--- config.mk ---
export PLATFORM = sky130hd
export DESIGN_NAME = arithMicroUnit
export DESIGN_NICKNAME = d
export VERILOG_FILES = /design/src/rtl/arith_micro_pkg.sv /design/src/rtl/arith_full_add.sv /design/src/rtl/arith_control.sv /design/src/rtl/arith_datapath.sv /design/src/rtl/arithMicroUnit.sv
export SDC_FILE = /design/constraint.sdc
export NUM_CORES = 1
export LEC_CHECK = 0
export CAP_MARGIN = 20
export CORE_ASPECT_RATIO = 0.9
export CORE_MARGIN = 2
export CORE_UTILIZATION = 37
export DETAILED_ROUTE_END_ITERATION = 12
export PLACE_DENSITY = 0.95
export SLEW_MARGIN = 0
export SYNTH_ARGS = -nofsm -noshare
export SYNTH_HDL_FRONTEND = slang
export SYNTH_HIERARCHICAL = 1
export SYNTH_SLANG_ARGS = --single-unit
--- constraint.sdc ---
create_clock -name vclk -period 15.9
set_clock_uncertainty 0.05 [all_clocks]
set_input_delay 3.18 -clock vclk [all_inputs]
set_output_delay 3.18 -clock vclk [all_outputs]
set_load 0.02 [all_outputs]
--- src/rtl/arith_micro_pkg.sv ---
package arith_micro_pkg;

  typedef enum logic [2:0] {
    OP_ADD  = 3'd0,
    OP_SUB  = 3'd1,
    OP_INVB = 3'd2,
    OP_NEGB = 3'd3,
    OP_INCA = 3'd4,
    OP_DECA = 3'd5,
    OP_PAS6 = 3'd6,
    OP_PAS7 = 3'd7
  } arithOp_t;

  // Strobes from the decoder to the datapath
  typedef struct packed {
    logic keepA;    // x input takes opA, otherwise zero
    logic keepB;    // y input takes opB, otherwise zero
    logic invY;     // XOR mask applied to every y bit
    logic carryIn;  // carry into bit 0
  } arithStrobes_t;

endpackage

--- src/rtl/arith_full_add.sv ---
module arith_full_add (
  input  logic xIn,
  input  logic yIn,
  input  logic zIn,
  output logic sumOut,
  output logic carryOut
);
  logic halfSum;
  assign halfSum  = xIn ^ yIn;
  assign sumOut   = halfSum ^ zIn;
  assign carryOut = (zIn & halfSum) | (xIn & yIn);
endmodule

--- src/rtl/arith_control.sv ---
module arith_control
  import arith_micro_pkg::*;
(
  input  logic [2:0]    opSel,
  output arithStrobes_t strobes
);
  arithOp_t opCode;
  assign opCode = arithOp_t'(opSel);

  always_comb begin
    strobes = '{keepA: 1'b1, keepB: 1'b0, invY: 1'b0, carryIn: 1'b0};
    unique case (opCode)
      OP_ADD:  strobes = '{keepA: 1'b1, keepB: 1'b1, invY: 1'b0, carryIn: 1'b0};
      OP_SUB:  strobes = '{keepA: 1'b1, keepB: 1'b1, invY: 1'b1, carryIn: 1'b1};
      OP_INVB: strobes = '{keepA: 1'b0, keepB: 1'b1, invY: 1'b1, carryIn: 1'b0};
      OP_NEGB: strobes = '{keepA: 1'b0, keepB: 1'b1, invY: 1'b1, carryIn: 1'b1};
      OP_INCA: strobes = '{keepA: 1'b1, keepB: 1'b0, invY: 1'b0, carryIn: 1'b1};
      OP_DECA: strobes = '{keepA: 1'b1, keepB: 1'b0, invY: 1'b1, carryIn: 1'b0};
      OP_PAS6, OP_PAS7:
               strobes = '{keepA: 1'b1, keepB: 1'b0, invY: 1'b0, carryIn: 1'b0};
      default: strobes = '{keepA: 1'b1, keepB: 1'b0, invY: 1'b0, carryIn: 1'b0};
    endcase
  end

  // Passing operations must never route opB into the chain
  always_comb begin
    if (opSel[2] && opSel[1]) begin
      AST_PASS_NO_B: assert (!strobes.keepB && !strobes.carryIn)
        else $error("pass op routes B or carry");
    end
  end
endmodule

--- src/rtl/arith_datapath.sv ---
module arith_datapath
  import arith_micro_pkg::*;
#(
  parameter int WIDTH = 16
) (
  input  arithStrobes_t    strobes,
  input  logic [WIDTH-1:0] opA,
  input  logic [WIDTH-1:0] opB,
  output logic [WIDTH-1:0] sumBits,
  output logic             carryLast,
  output logic             signOvf
);
  localparam int MSB = WIDTH - 1;

  logic [WIDTH-1:0] xVec;
  logic [WIDTH-1:0] yRaw;
  logic [WIDTH-1:0] yVec;
  logic [WIDTH:0]   carryChain;

  assign xVec          = strobes.keepA ? opA : '0;
  assign yRaw          = strobes.keepB ? opB : '0;
  assign yVec          = yRaw ^ {WIDTH{strobes.invY}};
  assign carryChain[0] = strobes.carryIn;

  for (genvar bitIdx = 0; bitIdx < WIDTH; bitIdx++) begin : g_cell
    arith_full_add u_cell (
      .xIn     (xVec[bitIdx]),
      .yIn     (yVec[bitIdx]),
      .zIn     (carryChain[bitIdx]),
      .sumOut  (sumBits[bitIdx]),
      .carryOut(carryChain[bitIdx+1])
    );
  end

  assign carryLast = carryChain[WIDTH];
  assign signOvf   = carryChain[WIDTH] ^ carryChain[MSB];

  // The cell chain must agree with a word-level sum of its own inputs
  always_comb begin
    AST_RIPPLE_MATCH: assert ({carryLast, sumBits} ==
                              ({1'b0, xVec} + {1'b0, yVec} + {{WIDTH{1'b0}}, strobes.carryIn}))
      else $error("ripple chain mismatch");
  end
endmodule

--- src/rtl/arithMicroUnit.sv ---
module arithMicroUnit
  import arith_micro_pkg::*;
#(
  parameter int WIDTH = 16
) (
  input  logic [2:0]       opSel,
  input  logic [WIDTH-1:0] opA,
  input  logic [WIDTH-1:0] opB,
  output logic [WIDTH-1:0] result,
  output logic             carryOut,
  output logic             overflow
);
  localparam int MSB = WIDTH - 1;
  localparam logic [WIDTH-1:0] ONE = {{(WIDTH-1){1'b0}}, 1'b1};

  arithStrobes_t strobes;

  arith_control u_control (
    .opSel  (opSel),
    .strobes(strobes)
  );

  arith_datapath #(.WIDTH(WIDTH)) u_datapath (
    .strobes  (strobes),
    .opA      (opA),
    .opB      (opB),
    .sumBits  (result),
    .carryLast(carryOut),
    .signOvf  (overflow)
  );

  always_comb begin
    if (opSel == 3'd0) begin
      AST_ADD_SUM: assert ({carryOut, result} == ({1'b0, opA} + {1'b0, opB}))
        else $error("sum mismatch");
      AST_ADD_OVF: assert (overflow == ((opA[MSB] == opB[MSB]) && (result[MSB] != opA[MSB])))
        else $error("sum overflow mismatch");
    end
    if (opSel == 3'd1) begin
      AST_SUB_DIFF: assert ((result == opA - opB) && (carryOut == (opA >= opB)))
        else $error("difference mismatch");
      AST_SUB_OVF: assert (overflow == ((opA[MSB] != opB[MSB]) && (result[MSB] != opA[MSB])))
        else $error("difference overflow mismatch");
    end
    if (opSel == 3'd2) begin
      AST_INV_B: assert ((result == ~opB) && !carryOut && !overflow)
        else $error("inverse mismatch");
    end
    if (opSel == 3'd3) begin
      AST_NEG_B: assert (result == ('0 - opB))
        else $error("negate mismatch");
    end
    if (opSel == 3'd4) begin
      AST_INC_A: assert (result == opA + ONE)
        else $error("increment mismatch");
    end
    if (opSel == 3'd5) begin
      AST_DEC_A: assert (result == opA - ONE)
        else $error("decrement mismatch");
    end
  end
endmodule

==> parameters.txt, run 1 <==
Parameter                              Value

GRT
  Number of antenna violations at the first check in global routing    0
  Overall routing resource usage    17.7%
  Leftover overflow at the end of global routing    0
  Global-route met3 utilization    1.62%
  GR Layer Usage met1    15.9%
  Via count of the first global-routing pass    803
  First-pass GRT wire length    3210 um
  Met2 layer usage reported by global route    43.4%
  Pin count of the biggest net entering global routing    18
  Most congested layer reported by global routing    met2

STA
  Final clock period utilization by the worst path    93.6%
  Least setup slack across all paths after layout    1.02 ns
  Max frequency    67.2 MHz
  Hold slack    7.66 ns
  Worst-Margin Slew    0.489 ns
  Final Critical Period    14.88 ns
  Fin. Hold Viols    0
  Max-slew violation total from the final report    0
  Setup violation total in the final timing report    0
  Headroom to the max-slew limit    67.4%
  Total Negative Setup Slacks    0 ns
  RSZ-0062 raised after global routing    no

Floorplanning
  Area of the core    1900 um2
  Vert. Die Dim    46.3 um
  Area enclosed by the die boundary    2370 um2
  Starting utilization of the core area    38.9%
  Number of placed I/O pins    53
  # rows    15
  Die Width    51.0 um

Placement
  Placer congestion estimate    0.702
  Detailed placer's ending HPWL    1690 um
  Number of port buffers    53
  Minimum setup slack after placement    0.939 ns

Route
  Count of nets left with antenna violations after detail routing    0
  1st-pass router iterations    1
  Wire per inst    12.5 um
  Total wire length    1880 um
  Drt initial violations    0
  Vias post-DR    672
  Drt drc    0
  Number of vias per cell after detailed routing    4.45

Setup path
  Startpoint kind of the worst setup timing path    primary input
  Maximum fanout count along the critical path    17
  Crit-path cells    clkdlybuf4s50_1 > nand2b_1 > o21ai_2 > xnor2_1 > fa_1 > fa_1 > fa_1 > fa_1 > fa_1 > fa_1 > fa_1 > fa_1 > fa_1 > fa_1 > fa_1 > fa_1 > fa_1 > fa_1 > fa_1 > fa_1 > xor2_1 > clkdlybuf4s50_1
  Bufs and invs on worst path    2
  Crit path max-delay cell type    clkdlybuf4s50_1
  Endpoint arrival time on the critical path    11.65 ns
  Top Family by Delay on Critical Path    adder cells
  CP endpoint kind    output pin
  Critical path class    primary input to output pin
  Worst stage delay on the critical path    0.63 ns
  Worst EP required    12.67 ns
  Critical path's most frequent cell    fa_1

Final layout
  Sequential cell area    0 um2
  Number of antenna repair diodes    0
  Post-layout utilization of the core    66.2%
  Area overhead of the layout relative to synthesis    70.3%
  Post-layout nets    179
  Number of fill cells in the layout    169
  # clk buffers    0
  Proportion of layout cells with a drive suffix above 1    6.35%
  FFs & Latches    0

Synthesis
  Yosys Warn Count    6
  Distinct cell type count after synthesis    14
  Syn Nets    127
  Post-synthesis cell area    737 um2
  Share of the synthesized area in the top cell type    43.5%
  Count of mapped cells out of synthesis    76
  Syn avg cell area    9.70 um2
  Top cells by area, synth    fa_1 (43%), xnor2_1 (19%), and2_1 (14%), nand2_1 (5.6%), nand2_2 (4.2%)
  Register area share after synthesis    0%
  Synth area leader    fa_1
  Ranking of synthesized cells by instance count    and2_1 (16), fa_1 (16), xnor2_1 (16), nand2_1 (11), nand2_2 (5)

Min path
  Worst Hold Class    primary input to output pin

CTS
  Post-CTS setup buffer count    0
  Post-CTS Hold Buffers    0
  Cts repair resizes    0

Power
  Sequential group share of total power    0%
  Power consumption    0.0926 mW
  Fraction of power consumed by the clock network    0%
  Cell internal power dissipation    0.0481 mW
  Pwr per Cell Area    73.8 nW/um2
  Combinational fraction of design power    100.0%
  Switch share    48.1%
  Static leakage    0.486 nW
  Switching Power    0.0445 mW
  Worst supply voltage drop on vdd    0.0492 mV

Job
  Number of maximum-capacitance violations    0

Run status
  Run status    complete, no violations
==> cell usage in the layout, fill, tap and decap left out <==
cell             Yosys  layout
clkdlybuf4s50_1      0      53
nand2_2              5       5
nand2b_1             1       1
xnor2_1             16      16
or3b_1               1       1
fa_1                16      16
inv_1                2       2
nand2_1             11      11
and2_1              16      16
buf_4                0       2
o21ai_0              2       1
xor2_1               1       1
o21ai_2              0       1
==> cell families after synthesis <==
group                      count (synthesis)  share of synthesized area, %
buffers and inverters                      7                          9.51
xor gates and xnor gates                  17                          20.2
and+or+nand+nor                           34                          25.5
AOI/OAI and AO/OA                          2                          1.36
adders and majority gates                 16                          43.5
==> tightest hold or removal path, cell delays in order <==
cell,delay [ns]
clkdlybuf4s50_1,0.45
and2_1,0.15
fa_1,0.17
clkdlybuf4s50_1,0.59
==> routing by layer <==
metal  share of wire, %  vias up
li1                   -      326
met3                5.9        0
met2                 62       26
met5                  0        -
met1                 33      320
met4                  0        0
==> area by class of cell <==
type                            count  area, um2  area share (%)
Timing Repair Buffer               55        546            43.5
Tap cell                           25       31.3            2.49
Multi-Input combinational cell     69        671            53.4
Inverter                            2       7.51           0.598
==> power by group through the flow <==
stage	combinational (mW)	sequential [mW]	clock (mW)
after floorplan	0.0576	0	0
after global placement	0.0907	0	0
after detailed placement	0.0942	0	0
after CTS	0.0943	0	0
after global routing	0.100	0	0
final	0.0926	0	0
==> final timing paths <==
check,startpoint,to,slack (ns),depth (start not counted)
min,opA[7],result[7],7.66,4
max,opSel[2],overflow,1.02,22
==> stage by stage <==
stage / instances / area, um2
2_1_floorplan: 76 / 737
3_3_place_gp: 151 / 1250
3_5_place_dp: 151 / 1250
4_1_cts: 151 / 1250
5_1_grt: 151 / 1250
6_report: 151 / 1250
(Power assumes the default switching activity.)
==> run 2, diff against run 1 <==
--- a/config.mk
+++ b/config.mk
@@ -10,6 +10,7 @@
 export CORE_MARGIN = 2
 export CORE_UTILIZATION = 37
 export DETAILED_ROUTE_END_ITERATION = 12
+export GPL_ROUTABILITY_DRIVEN = 1
 export PLACE_DENSITY = 0.95
 export SLEW_MARGIN = 0
 export SYNTH_ARGS = -nofsm -noshare
==> constraint.sdc (replaced) <==
create_clock -name vclk -period 15.9
set_clock_uncertainty 0.05 [all_clocks]
set_input_delay 3.18 -clock vclk [all_inputs]
set_output_delay 3.18 -clock vclk [all_outputs]
set_load 0.05 [all_outputs]
==> run 2 against run 1 <==
  * Final area stayed put
  * Via count stayed put
  * Setup slack worse by 0.25 ns
  * Sequential share of layout area stayed put
  * Power is 40% higher
  * Largest cell class unchanged
==> parameters.txt, run 2 (synthesis gave the netlist of run 1 again) <==
Parameter                              Value

Floorplanning
  Area enclosed by the die boundary    2370 um2 (unchanged)
  # rows    15 (unchanged)
  Area of the core    1900 um2 (unchanged)
  Starting utilization of the core area    38.9% (unchanged)
  Number of placed I/O pins    53 (unchanged)
  Die Width    51.0 um (unchanged)
  Vert. Die Dim    46.3 um (unchanged)

STA
  Fin. Hold Viols    0 (unchanged)
  Final Critical Period    15.13 ns (+0.253 ns)
  Worst-Margin Slew    0.516 ns (+0.0270 ns)
  Max frequency    66.1 MHz (-1.7%)
  Headroom to the max-slew limit    65.6% (-1.8 points)
  RSZ-0062 raised after global routing    no
  Total Negative Setup Slacks    0 ns (unchanged)
  Final clock period utilization by the worst path    95.2% (+1.6 points)
  Setup violation total in the final timing report    0 (unchanged)
  Max-slew violation total from the final report    0 (unchanged)

GRT
  Via count of the first global-routing pass    755 (-6.0%)
  Overall routing resource usage    18.8% (+1.0 points)
  Number of antenna violations at the first check in global routing    0 (unchanged)
  First-pass GRT wire length    3300 um (+2.8%)
  Pin count of the biggest net entering global routing    18 (unchanged)
  Leftover overflow at the end of global routing    0 (unchanged)

Route
  Count of nets left with antenna violations after detail routing    0 (unchanged)
  Wire per inst    13.0 um (+4.4%)
  Vias post-DR    672 (unchanged)
  Total wire length    1970 um (+4.4%)
  Drt drc    0 (unchanged)
  Drt initial violations    2 (+2)
  Number of vias per cell after detailed routing    4.45 (unchanged)
  1st-pass router iterations    2 (+1)

Power
  Static leakage    0.486 nW (unchanged)
  Fraction of power consumed by the clock network    0% (unchanged)
  Combinational fraction of design power    100.0% (about the same)
  Cell internal power dissipation    0.0476 mW (-0.96%)
  Worst supply voltage drop on vdd    0.0773 mV (+57%)
  Switch share    63.3% (+15 points)
  Pwr per Cell Area    103 nW/um2 (+40%)
  Sequential group share of total power    0% (unchanged)
  Switching Power    0.0822 mW (+85%)

Final layout
  Non-Filler Cell Area, Final    1250 um2 (unchanged)
  Area overhead of the layout relative to synthesis    70.3% (unchanged)
  Most used cells in the layout excluding fill and tap cells    clkdlybuf4s50_1 (53), xnor2_1 (16), and2_1 (16), fa_1 (16), nand2_1 (11)
  Leading cell type in the layout, fill and taps excluded    clkdlybuf4s50_1
  Sequential cell area    0 um2 (unchanged)
  Proportion of layout cells with a drive suffix above 1    6.35% (unchanged)
  Post-layout nets    179 (unchanged)
  Number of antenna repair diodes    0 (unchanged)
  FFs & Latches    0 (unchanged)
  # clk buffers    0 (unchanged)

Setup path
  Crit-path cells    clkdlybuf4s50_1 > nand2b_1 > o21ai_2 > xnor2_1 > fa_1 > fa_1 > fa_1 > fa_1 > fa_1 > fa_1 > fa_1 > fa_1 > fa_1 > fa_1 > fa_1 > fa_1 > fa_1 > fa_1 > fa_1 > fa_1 > xor2_1 > clkdlybuf4s50_1
  Startpoint kind of the worst setup timing path    primary input
  Top Family by Delay on Critical Path    adder cells
  Worst EP required    12.67 ns (about the same)
  Endpoint arrival time on the critical path    11.90 ns (+0.25 ns)
  Maximum fanout count along the critical path    17 (unchanged)
  Critical path class    primary input to output pin
  Worst stage delay on the critical path    0.83 ns (+0.20 ns)
  CP endpoint kind    output pin
  Bufs and invs on worst path    2 (unchanged)
  Critical path's most frequent cell    fa_1
  Crit path max-delay cell type    clkdlybuf4s50_1

Min path
  Startpoint of the tightest hold check path    opA[7]
  Worst Hold Class    primary input to output pin
  Worst hold stages    4 (unchanged)
  Worst Hold End    result[7]

Placement
  Placer congestion estimate    0.710 (+1.2%)
  Post-DP Area    1250 um2 (unchanged)
  Number of port buffers    53 (unchanged)
  Detailed placer's ending HPWL    1700 um (+0.64%)

Run status
  Run status    complete, no violations

Job
  Number of maximum-capacitance violations    0 (unchanged)

CTS
  Post-CTS setup buffer count    0 (unchanged)
  Post-CTS Hold Buffers    0 (unchanged)
  Cts repair resizes    0 (unchanged)
run 2: cell counts in the layout (fill, tap and decap cells not counted):
Identical to the previous run, type by type.
run 2: area by class of cell:
type,instances,area (um2)
fill,157,641
inverter,2,7.51
multi-input combinational,69,671
tap,25,31.3
timing repair buffer,55,546
run 2: worst max path at each step:
| stage | start | endpoint | slack (ns) | cells after the start |
|---|---|---|---|---|
| 2_1_floorplan | opSel[2] | overflow | 1.70 | 21 |
| 6_report | opSel[2] | overflow | 0.77 | 22 |
| 3_3_place_gp | opSel[2] | overflow | 1.00 | 22 |
| 4_1_cts | opSel[2] | overflow | 0.71 | 22 |
| 3_5_place_dp | opSel[2] | overflow | 0.71 | 22 |
| 5_1_grt | opSel[2] | overflow | 0.41 | 22 |
run 2: tightest hold or removal path, stage by stage:
cell and delay (ns):
clkdlybuf4s50_1 0.45, and2_1 0.14, fa_1 0.16, clkdlybuf4s50_1 0.79
run 2: per-layer routing:
metal  share of wire, %  track usage, %  vias up
li1                   -               -      326
met1                 34            18.3      316
met2                 58            42.3       28
met3                7.3            2.92        2
met4               0.76            1.62        0
met5                  0               0        -
run 2: power by group through the flow:
stage	clock (mW)	combinational, mW	sequential [mW]
2_1_floorplan	0	0.0978	0
3_3_place_gp	0	0.128	0
3_5_place_dp	0	0.131	0
4_1_cts	0	0.131	0
5_1_grt	0	0.137	0
6_report	0	0.130	0
run 2: stage by stage:
stage	instances	hold WS (ns)	setup WS, ns	total power [mW]	utilization, %
5_1_grt	151	7.90	0.408	0.137	66.2
4_1_cts	151	7.87	0.707	0.131	66.2
6_report	151	7.85	0.766	0.130	66.2
3_5_place_dp	151	7.86	0.712	0.131	66.2
3_3_place_gp	151	7.86	1.00	0.128	66.2
2_1_floorplan	76	6.92	1.70	0.0978	-
